===== src/rtl/nand_seq_pkg.sv =====
package nand_seq_pkg;

  typedef enum logic [1:0] {
    KIND_CMD  = 2'd0,
    KIND_ADDR = 2'd1,
    KIND_WR   = 2'd2,
    KIND_RD   = 2'd3
  } kind_e;

  typedef enum logic [2:0] {
    PH_IDLE   = 3'd0,
    PH_SETUP  = 3'd1,
    PH_DELAY  = 3'd2,
    PH_STROBE = 3'd3,
    PH_HOLD   = 3'd4
  } phase_e;

  function automatic logic is_write_kind(kind_e k);
    return k != KIND_RD;
  endfunction

endpackage


===== src/rtl/nand_phase_ctrl.sv =====
module nand_phase_ctrl
  import nand_seq_pkg::*;
#(
  parameter int SHORT_W = 4,
  parameter int LONG_W  = 8
) (
  input  logic               clk_i,
  input  logic               rst_ni,
  input  logic               req_valid_i,
  input  kind_e              req_kind_i,
  input  logic [SHORT_W-1:0] cfg_tclr_i,
  input  logic [SHORT_W-1:0] cfg_tar_i,
  input  logic [LONG_W-1:0]  cfg_twait_i,
  input  logic [LONG_W-1:0]  cfg_thold_i,
  input  logic [LONG_W-1:0]  cfg_tset_i,
  output logic               accept_o,
  output phase_e             phase_o,
  output kind_e              kind_o,
  output logic               done_o,
  output logic               capture_o
);

  phase_e             phase_q;
  kind_e              kind_q;
  logic [LONG_W-1:0]  cnt_q;
  logic [LONG_W-1:0]  twait_q;
  logic [LONG_W-1:0]  thold_q;
  logic               last_cle_q;
  logic               done_q;
  logic               cnt_zero;
  logic               accept;

  assign cnt_zero = (cnt_q == '0);
  assign accept   = req_valid_i && (phase_q == PH_IDLE);

  always_ff @(posedge clk_i or negedge rst_ni) begin
    if (!rst_ni) begin
      phase_q    <= PH_IDLE;
      kind_q     <= KIND_CMD;
      cnt_q      <= '0;
      twait_q    <= '0;
      thold_q    <= '0;
      last_cle_q <= 1'b1;
      done_q     <= 1'b0;
    end else begin
      done_q <= (phase_q == PH_HOLD) && cnt_zero;
      case (phase_q)
        PH_IDLE: begin
          if (accept) begin
            kind_q  <= req_kind_i;
            twait_q <= cfg_twait_i;
            thold_q <= cfg_thold_i;
            if (req_kind_i == KIND_RD) begin
              phase_q <= PH_DELAY;
              cnt_q   <= last_cle_q ? LONG_W'(cfg_tclr_i) : LONG_W'(cfg_tar_i);
            end else begin
              phase_q <= PH_SETUP;
              cnt_q   <= cfg_tset_i;
            end
            if (req_kind_i == KIND_CMD) last_cle_q <= 1'b1;
            else if (req_kind_i == KIND_ADDR) last_cle_q <= 1'b0;
          end
        end
        PH_SETUP, PH_DELAY: begin
          if (cnt_zero) begin
            phase_q <= PH_STROBE;
            cnt_q   <= twait_q;
          end else begin
            cnt_q <= cnt_q - LONG_W'(1);
          end
        end
        PH_STROBE: begin
          if (cnt_zero) begin
            phase_q <= PH_HOLD;
            cnt_q   <= thold_q;
          end else begin
            cnt_q <= cnt_q - LONG_W'(1);
          end
        end
        PH_HOLD: begin
          if (cnt_zero) phase_q <= PH_IDLE;
          else cnt_q <= cnt_q - LONG_W'(1);
        end
        default: phase_q <= PH_IDLE;
      endcase
    end
  end

  assign accept_o  = accept;
  assign phase_o   = phase_q;
  assign kind_o    = kind_q;
  assign done_o    = done_q;
  assign capture_o = (phase_q == PH_STROBE) && cnt_zero && (kind_q == KIND_RD);

  assert_done_pulse_R9: assert property (@(posedge clk_i) disable iff (!rst_ni)
    done_q |=> !done_q);

  assert_done_after_hold_R9: assert property (@(posedge clk_i) disable iff (!rst_ni)
    done_q |-> $past(phase_q) == PH_HOLD);

  assert_busy_kind_stable_R2: assert property (@(posedge clk_i) disable iff (!rst_ni)
    (phase_q != PH_IDLE) |=> $stable(kind_q));

  assert_read_no_setup_R7: assert property (@(posedge clk_i) disable iff (!rst_ni)
    (kind_q == KIND_RD) |-> (phase_q != PH_SETUP));

  assert_write_no_delay_R3: assert property (@(posedge clk_i) disable iff (!rst_ni)
    (kind_q != KIND_RD) |-> (phase_q != PH_DELAY));

endmodule


===== src/rtl/nand_hiz_timer.sv =====
module nand_hiz_timer #(
  parameter int LONG_W = 8
) (
  input  logic              clk_i,
  input  logic              rst_ni,
  input  logic              accept_i,
  input  logic [LONG_W-1:0] thiz_i,
  input  logic              wr_busy_i,
  output logic              oe_o
);

  logic [LONG_W-1:0] hiz_q;

  always_ff @(posedge clk_i or negedge rst_ni) begin
    if (!rst_ni) begin
      hiz_q <= '0;
    end else if (accept_i) begin
      hiz_q <= thiz_i;
    end else if (hiz_q != '0) begin
      hiz_q <= hiz_q - LONG_W'(1);
    end
  end

  assign oe_o = wr_busy_i && (hiz_q == '0);

  assert_hiz_countdown_R6: assert property (@(posedge clk_i) disable iff (!rst_ni)
    (hiz_q != '0 && !accept_i) |=> (hiz_q == $past(hiz_q) - LONG_W'(1)));

endmodule


===== src/rtl/nand_bank_dec.sv =====
module nand_bank_dec #(
  parameter int NBANK = 4,
  localparam int BW   = $clog2(NBANK)
) (
  input  logic             clk_i,
  input  logic             rst_ni,
  input  logic             accept_i,
  input  logic [BW-1:0]    bank_i,
  input  logic             active_i,
  output logic [NBANK-1:0] ce_no
);

  logic [BW-1:0] bank_q;

  always_ff @(posedge clk_i or negedge rst_ni) begin
    if (!rst_ni) bank_q <= '0;
    else if (accept_i) bank_q <= bank_i;
  end

  for (genvar b = 0; b < NBANK; b++) begin : g_ce
    assign ce_no[b] = !(active_i && (bank_q == BW'(b)));
  end

  assert_ce_onehot_R10: assert property (@(posedge clk_i) disable iff (!rst_ni)
    $onehot0(~ce_no));

  assert_ce_idle_R10: assert property (@(posedge clk_i) disable iff (!rst_ni)
    !active_i |-> (&ce_no));

endmodule


===== src/rtl/nand_cycle_seq.sv =====
module nand_cycle_seq
  import nand_seq_pkg::*;
#(
  parameter int DW      = 8,
  parameter int NBANK   = 4,
  parameter int SHORT_W = 4,
  parameter int LONG_W  = 8,
  localparam int BW     = $clog2(NBANK)
) (
  input  logic               clk_i,
  input  logic               rst_ni,
  input  logic               req_valid_i,
  output logic               req_ready_o,
  input  logic [1:0]         req_kind_i,
  input  logic [DW-1:0]      req_data_i,
  input  logic [BW-1:0]      req_bank_i,
  input  logic [SHORT_W-1:0] cfg_tclr_i,
  input  logic [SHORT_W-1:0] cfg_tar_i,
  input  logic [LONG_W-1:0]  cfg_thiz_i,
  input  logic [LONG_W-1:0]  cfg_thold_i,
  input  logic [LONG_W-1:0]  cfg_twait_i,
  input  logic [LONG_W-1:0]  cfg_tset_i,
  output logic               cle_o,
  output logic               ale_o,
  output logic               we_no,
  output logic               re_no,
  output logic [NBANK-1:0]   ce_no,
  output logic [DW-1:0]      dq_o,
  output logic               dq_oe_o,
  input  logic [DW-1:0]      dq_i,
  output logic [DW-1:0]      rd_data_o,
  output logic               done_o
);

  logic          accept;
  phase_e        phase;
  kind_e         kind;
  logic          capture;
  logic          active;
  logic          wr_busy;
  logic          oe;
  logic [DW-1:0] wdata_q;
  logic [DW-1:0] rdata_q;

  nand_phase_ctrl #(
    .SHORT_W (SHORT_W),
    .LONG_W  (LONG_W)
  ) u_ctrl (
    .clk_i       (clk_i),
    .rst_ni      (rst_ni),
    .req_valid_i (req_valid_i),
    .req_kind_i  (kind_e'(req_kind_i)),
    .cfg_tclr_i  (cfg_tclr_i),
    .cfg_tar_i   (cfg_tar_i),
    .cfg_twait_i (cfg_twait_i),
    .cfg_thold_i (cfg_thold_i),
    .cfg_tset_i  (cfg_tset_i),
    .accept_o    (accept),
    .phase_o     (phase),
    .kind_o      (kind),
    .done_o      (done_o),
    .capture_o   (capture)
  );

  assign active  = (phase != PH_IDLE);
  assign wr_busy = active && is_write_kind(kind);

  nand_hiz_timer #(
    .LONG_W (LONG_W)
  ) u_hiz (
    .clk_i     (clk_i),
    .rst_ni    (rst_ni),
    .accept_i  (accept),
    .thiz_i    (cfg_thiz_i),
    .wr_busy_i (wr_busy),
    .oe_o      (oe)
  );

  nand_bank_dec #(
    .NBANK (NBANK)
  ) u_bank (
    .clk_i    (clk_i),
    .rst_ni   (rst_ni),
    .accept_i (accept),
    .bank_i   (req_bank_i),
    .active_i (active),
    .ce_no    (ce_no)
  );

  always_ff @(posedge clk_i or negedge rst_ni) begin
    if (!rst_ni) begin
      wdata_q <= '0;
      rdata_q <= '0;
    end else begin
      if (accept) wdata_q <= req_data_i;
      if (capture) rdata_q <= dq_i;
    end
  end

  assign req_ready_o = (phase == PH_IDLE);
  assign cle_o       = active && (kind == KIND_CMD);
  assign ale_o       = active && (kind == KIND_ADDR);
  assign we_no       = !((phase == PH_STROBE) && is_write_kind(kind));
  assign re_no       = !((phase == PH_STROBE) && (kind == KIND_RD));
  assign dq_oe_o     = oe;
  assign dq_o        = oe ? wdata_q : '0;
  assign rd_data_o   = rdata_q;

  assert_strobe_excl_R4: assert property (@(posedge clk_i) disable iff (!rst_ni)
    !(!we_no && !re_no));

  assert_latch_excl_R3: assert property (@(posedge clk_i) disable iff (!rst_ni)
    !(cle_o && ale_o));

  assert_no_drive_on_read_R8: assert property (@(posedge clk_i) disable iff (!rst_ni)
    !re_no |-> !dq_oe_o);

  assert_strobe_has_ce_R10: assert property (@(posedge clk_i) disable iff (!rst_ni)
    (!we_no || !re_no) |-> !(&ce_no));

  assert_done_idle_R9: assert property (@(posedge clk_i) disable iff (!rst_ni)
    done_o |-> (req_ready_o && we_no && re_no && !dq_oe_o && (&ce_no)));

  assert_rdata_stable_R8: assert property (@(posedge clk_i) disable iff (!rst_ni)
    (re_no && $past(re_no)) |-> $stable(rd_data_o));

endmodule


===== config.mk =====
export PLATFORM = sky130hd
export DESIGN_NAME = nand_cycle_seq
export DESIGN_NICKNAME = d
export VERILOG_FILES = /design/src/rtl/nand_seq_pkg.sv /design/src/rtl/nand_phase_ctrl.sv /design/src/rtl/nand_hiz_timer.sv /design/src/rtl/nand_bank_dec.sv /design/src/rtl/nand_cycle_seq.sv
export SDC_FILE = /design/constraint.sdc
export NUM_CORES = 1
export LEC_CHECK = 0
export CAP_MARGIN = 25
export CORE_AREA = 2 2 74 111
export CTS_CLUSTER_SIZE = 14
export DETAILED_ROUTE_END_ITERATION = 12
export DIE_AREA = 0 0 76 113
export GPL_TIMING_DRIVEN = 0
export PLACE_DENSITY = 0.81
export SYNTH_ARGS = -nofsm -noshare
export SYNTH_HDL_FRONTEND = slang
export SYNTH_HIERARCHICAL = 1
export SYNTH_SLANG_ARGS = --single-unit

===== constraint.sdc =====
create_clock -name clk_i -period 2.2 [get_ports clk_i]
set_input_delay 0.44 -clock clk_i [delete_from_list [all_inputs] [get_ports clk_i]]
set_output_delay 0.44 -clock clk_i [all_outputs]
set_load 0.1 [all_outputs]

==> flow_summary.yaml <==
floorplan:
  fp.dieH_um: 113
  ios: 90
  start_util_pct: 43.3
  fp.dieW_um: 76
  core_area_um2: 7560
  die-area_um2: 8590
  rows: 39
routing:
  viasPerCell: 5.61
  wirelength_mm: 9.74
  ant_nets: 0
  vias: 3212
  drc_errors: 0
  drt_iter0_markers: 314
  dr.pass1.iters: 5
  wl_per_cell_um: 17.0
cts:
  cts.sinks: 57
  cts_made_buffers: 9
  cts_root_buffer: "clkbuf_16"
  clock_path_buffers: 2
  path_clk_slew_ns: 0.05
  cts_tree: "done"
  h-tree-depth: 3
  insertion_delay_ns: 0.33
worst_setup_path:
  reg2reg_to: "u_ctrl/cnt_q[7]"
  cp-end-kind: "primary output"
  crit_start: "u_ctrl/phase_o[0]"
  timing.rr.start: "u_ctrl/cnt_q[1]"
  cp_cell_sequence: "nor3_4, buf_12, buf_6, a21oi_4, and3_4, and2_4, buf_12"
  crit_cells: 7
  slowest_stage: "dfrtp_2"
  reg2reg_slack_ns: 0.06
  worstPathRequired_ns: 1.76
  cp.buffers_inverters: 3
  crit_path_max_fanout: 5
  reg2regPathDepth: 9
  crit_path_start_kind: "flip-flop"
  max_stage_delay_ns: 0.42
  crit_path_frequent_cell: "buf_12"
  critPathKind: "flip-flop to primary output"
  crit_path_end: "dq_o[3]"
  crit_family: "simple AND/OR/NAND/NOR gates"
  arrival_ns: 1.82
sta:
  finalCriticalPeriod_ns: 2.26
  setup_viol_count_final: 8
  max_slew_margin_pct: 35.7
  finalCritPeriodShare_pct: 103
  drv_slew: 0
  tightestPinTransition_ns: 0.968
  fmax_mhz: 442
  hold_viol_final: 0
  worst_slack_ns: -0.0631
  fin_skew_ns: 0.00844
  rsz0062_at_grt: "yes"
global_route:
  grt_antenna_before_repair: 0
  grt_overflow: 0
  track_usage_pct: 23.5
  grt_max_degree: 31
  grt_pass1_wl_mm: 15.8
  grt_pass1_vias: 3261
logic_synthesis:
  synth_nets: 413
  yosys.area.top_type_share_pct: 42.8
  avgSynthCellArea_um2: 9.47
  ys_ff_latch: 57
  syn_area_um2: 3280
  synthArstFlopShare_pct: 100
  yosysSeqAreaShare_pct: 43.6
  ys_warn_count: 6
  synthFlopType: "dfrtp_1"
  ys_types: 58
  yosys.area.top_type: "dfrtp_1"
  synth_edf_count: 0
  synth.top_cells.by_area: "dfrtp_1 43%, nand2_1 8.6%, mux2_4 7.3%, mux2_2 3.1%, nor2_1 3.0%"
  synthCells: 346
finish:
  postLayoutCoreUtil_pct: 65.9
  drive_gt1_share_pct: 27.8
  syn_to_final_growth_pct: 52.2
  antenna_cells: 0
  fill_cells: 598
  fin_cells: 573
  final_nets: 533
hold_path:
  min_path_type: "input pin to asynchronous set/reset pin"
power_and_ir_drop:
  pwr-share-seq_pct: 28.7
  netSwitchingFraction_pct: 40.3
  peakVddDrop_v: 0.00127
  pwr-share-comb_pct: 46.7
  pwr-share-clk_pct: 24.6
  p_leak_nw: 2.24
  p_int_mw: 3.64
  power_density_nw_per_um2: 1220
  p_total_mw: 6.10
  switchingPower_mw: 2.46
placement:
  place_congestion: 0.933
  io_buffer_count: 89
  place_ws_ns: -1.12
  hpwl_mm: 6.83
  placed_cells: 538
run:
  drv_cap: 0
outcome:
  failed_checks: "negative setup slack"
  status: "finished, violations left"
## cells in the final DEF, fill, tap and decap left out, drive strengths merged, types with 4 or more instances in the layout
cell type      Yosys  layout
a21oi             15      15
a221oi             6       6
a22o               4       4
a22oi              4       4
and2               9       9
buf                4      40
clkbuf            10      25
clkdlybuf4s50      0      61
dfrtp             56      56
dlygate4sd2        0       9
ha                 4       4
inv               11      11
mux2              25      25
nand2             75      75
nand3              9       9
nor2              27      27
nor3              10      10
nor3b              4       4
o211ai             4       4
o21ai             15      15
o31ai              5       5
xnor2              5       5
## cells by family after synthesis
logic type | after synthesis | share of synthesized area [%]
muxes | 27 | 11.0
adders and majority gates | 4 | 1.53
xor gates and xnor gates | 5 | 1.34
buffers and inverters | 25 | 3.59
DFF | 57 | 43.6
AOI/OAI and AO/OA | 74 | 15.7
and+or+nand+nor | 154 | 23.3
## sequential cells by signal, indices dropped and copies added, names as in the netlist
register,count
rd_data_o,8
u_ctrl/cnt_q,8
u_ctrl/thold_q,8
u_ctrl/twait_q,8
u_hiz/hiz_q,8
wdata_q,8
u_ctrl/phase_o,3
u_bank/bank_q,2
u_ctrl/kind_o,2
u_ctrl/done_o,1
u_ctrl/last_cle_q,1
## stage by stage
step	TNS, ns	hold WS (ns)	area, µm²
3_5_place_dp	-16.50	0.457	4350
4_1_cts	-0.405	0.190	4940
2_1_floorplan	-3.71	0.144	3320
3_3_place_gp	-80.76	0.456	4340
6_report	-0.383	0.170	4990
5_1_grt	-0.973	0.233	4990
## how the worst min path moves through the flow
| stage | endpoint | depth (start not counted) |
|---|---|---|
| 3_5_place_dp | u_ctrl/thold_q[7] | 2 |
| 3_3_place_gp | u_ctrl/twait_q[0] | 2 |
| 2_1_floorplan | rd_data_o[0] | 0 |
| 4_1_cts | u_ctrl/twait_q[4] | 1 |
| 5_1_grt | u_ctrl/twait_q[4] | 1 |
| 6_report | u_ctrl/twait_q[4] | 1 |
## repair_timing
action,CTS,global route
cloned,1,0
setup endpoints to repair,57,35
resized for setup,137,26
hold buffers,0,0
buffers inserted,14,4
pin swaps,6,0
## power groups by stage
stage          registers [mW]  clock network (mW)  logic (mW)
6_report                 1.75                1.50        2.85
5_1_grt                  1.80                1.56        3.05
4_1_cts                  1.73                1.51        2.76
3_5_place_dp             1.76                   0        2.50
3_3_place_gp             1.74                   0        2.44
2_1_floorplan            1.67                   0        1.91
## cell usage after synthesis (all sizes together), types with 6 or more instances
| cell type | number |
|---|---|
| dfrtp | 56 |
| and2 | 9 |
| nand3 | 9 |
| nor2 | 27 |
| o21ai | 15 |
| nor3 | 10 |
| clkbuf | 10 |
| mux2 | 25 |
| inv | 11 |
| nand2 | 75 |
| a221oi | 6 |
| a21oi | 15 |
## routing by layer
layer | vias up | routed length (µm) | global-route usage [%]
li1 | 1480 | - | -
met1 | 1551 | 3720 | 26.5
met2 | 152 | 5160 | 41.7
met3 | 29 | 522 | 5.34
met4 | 0 | 329 | 12.0
met5 | - | 0 | 0
## cell type report
type	count	area, µm²	share of cell area [%]
Buffer	14	85.1	1.71
Clock buffer	15	298	5.97
Clock inverter	1	30.0	0.602
Inverter	11	43.8	0.878
Multi-Input combinational cell	265	1860	37.3
Sequential cell	57	1430	28.7
Tap cell	102	128	2.56
Timing Repair Buffer	108	1110	22.3
(Power assumes the default switching activity.)
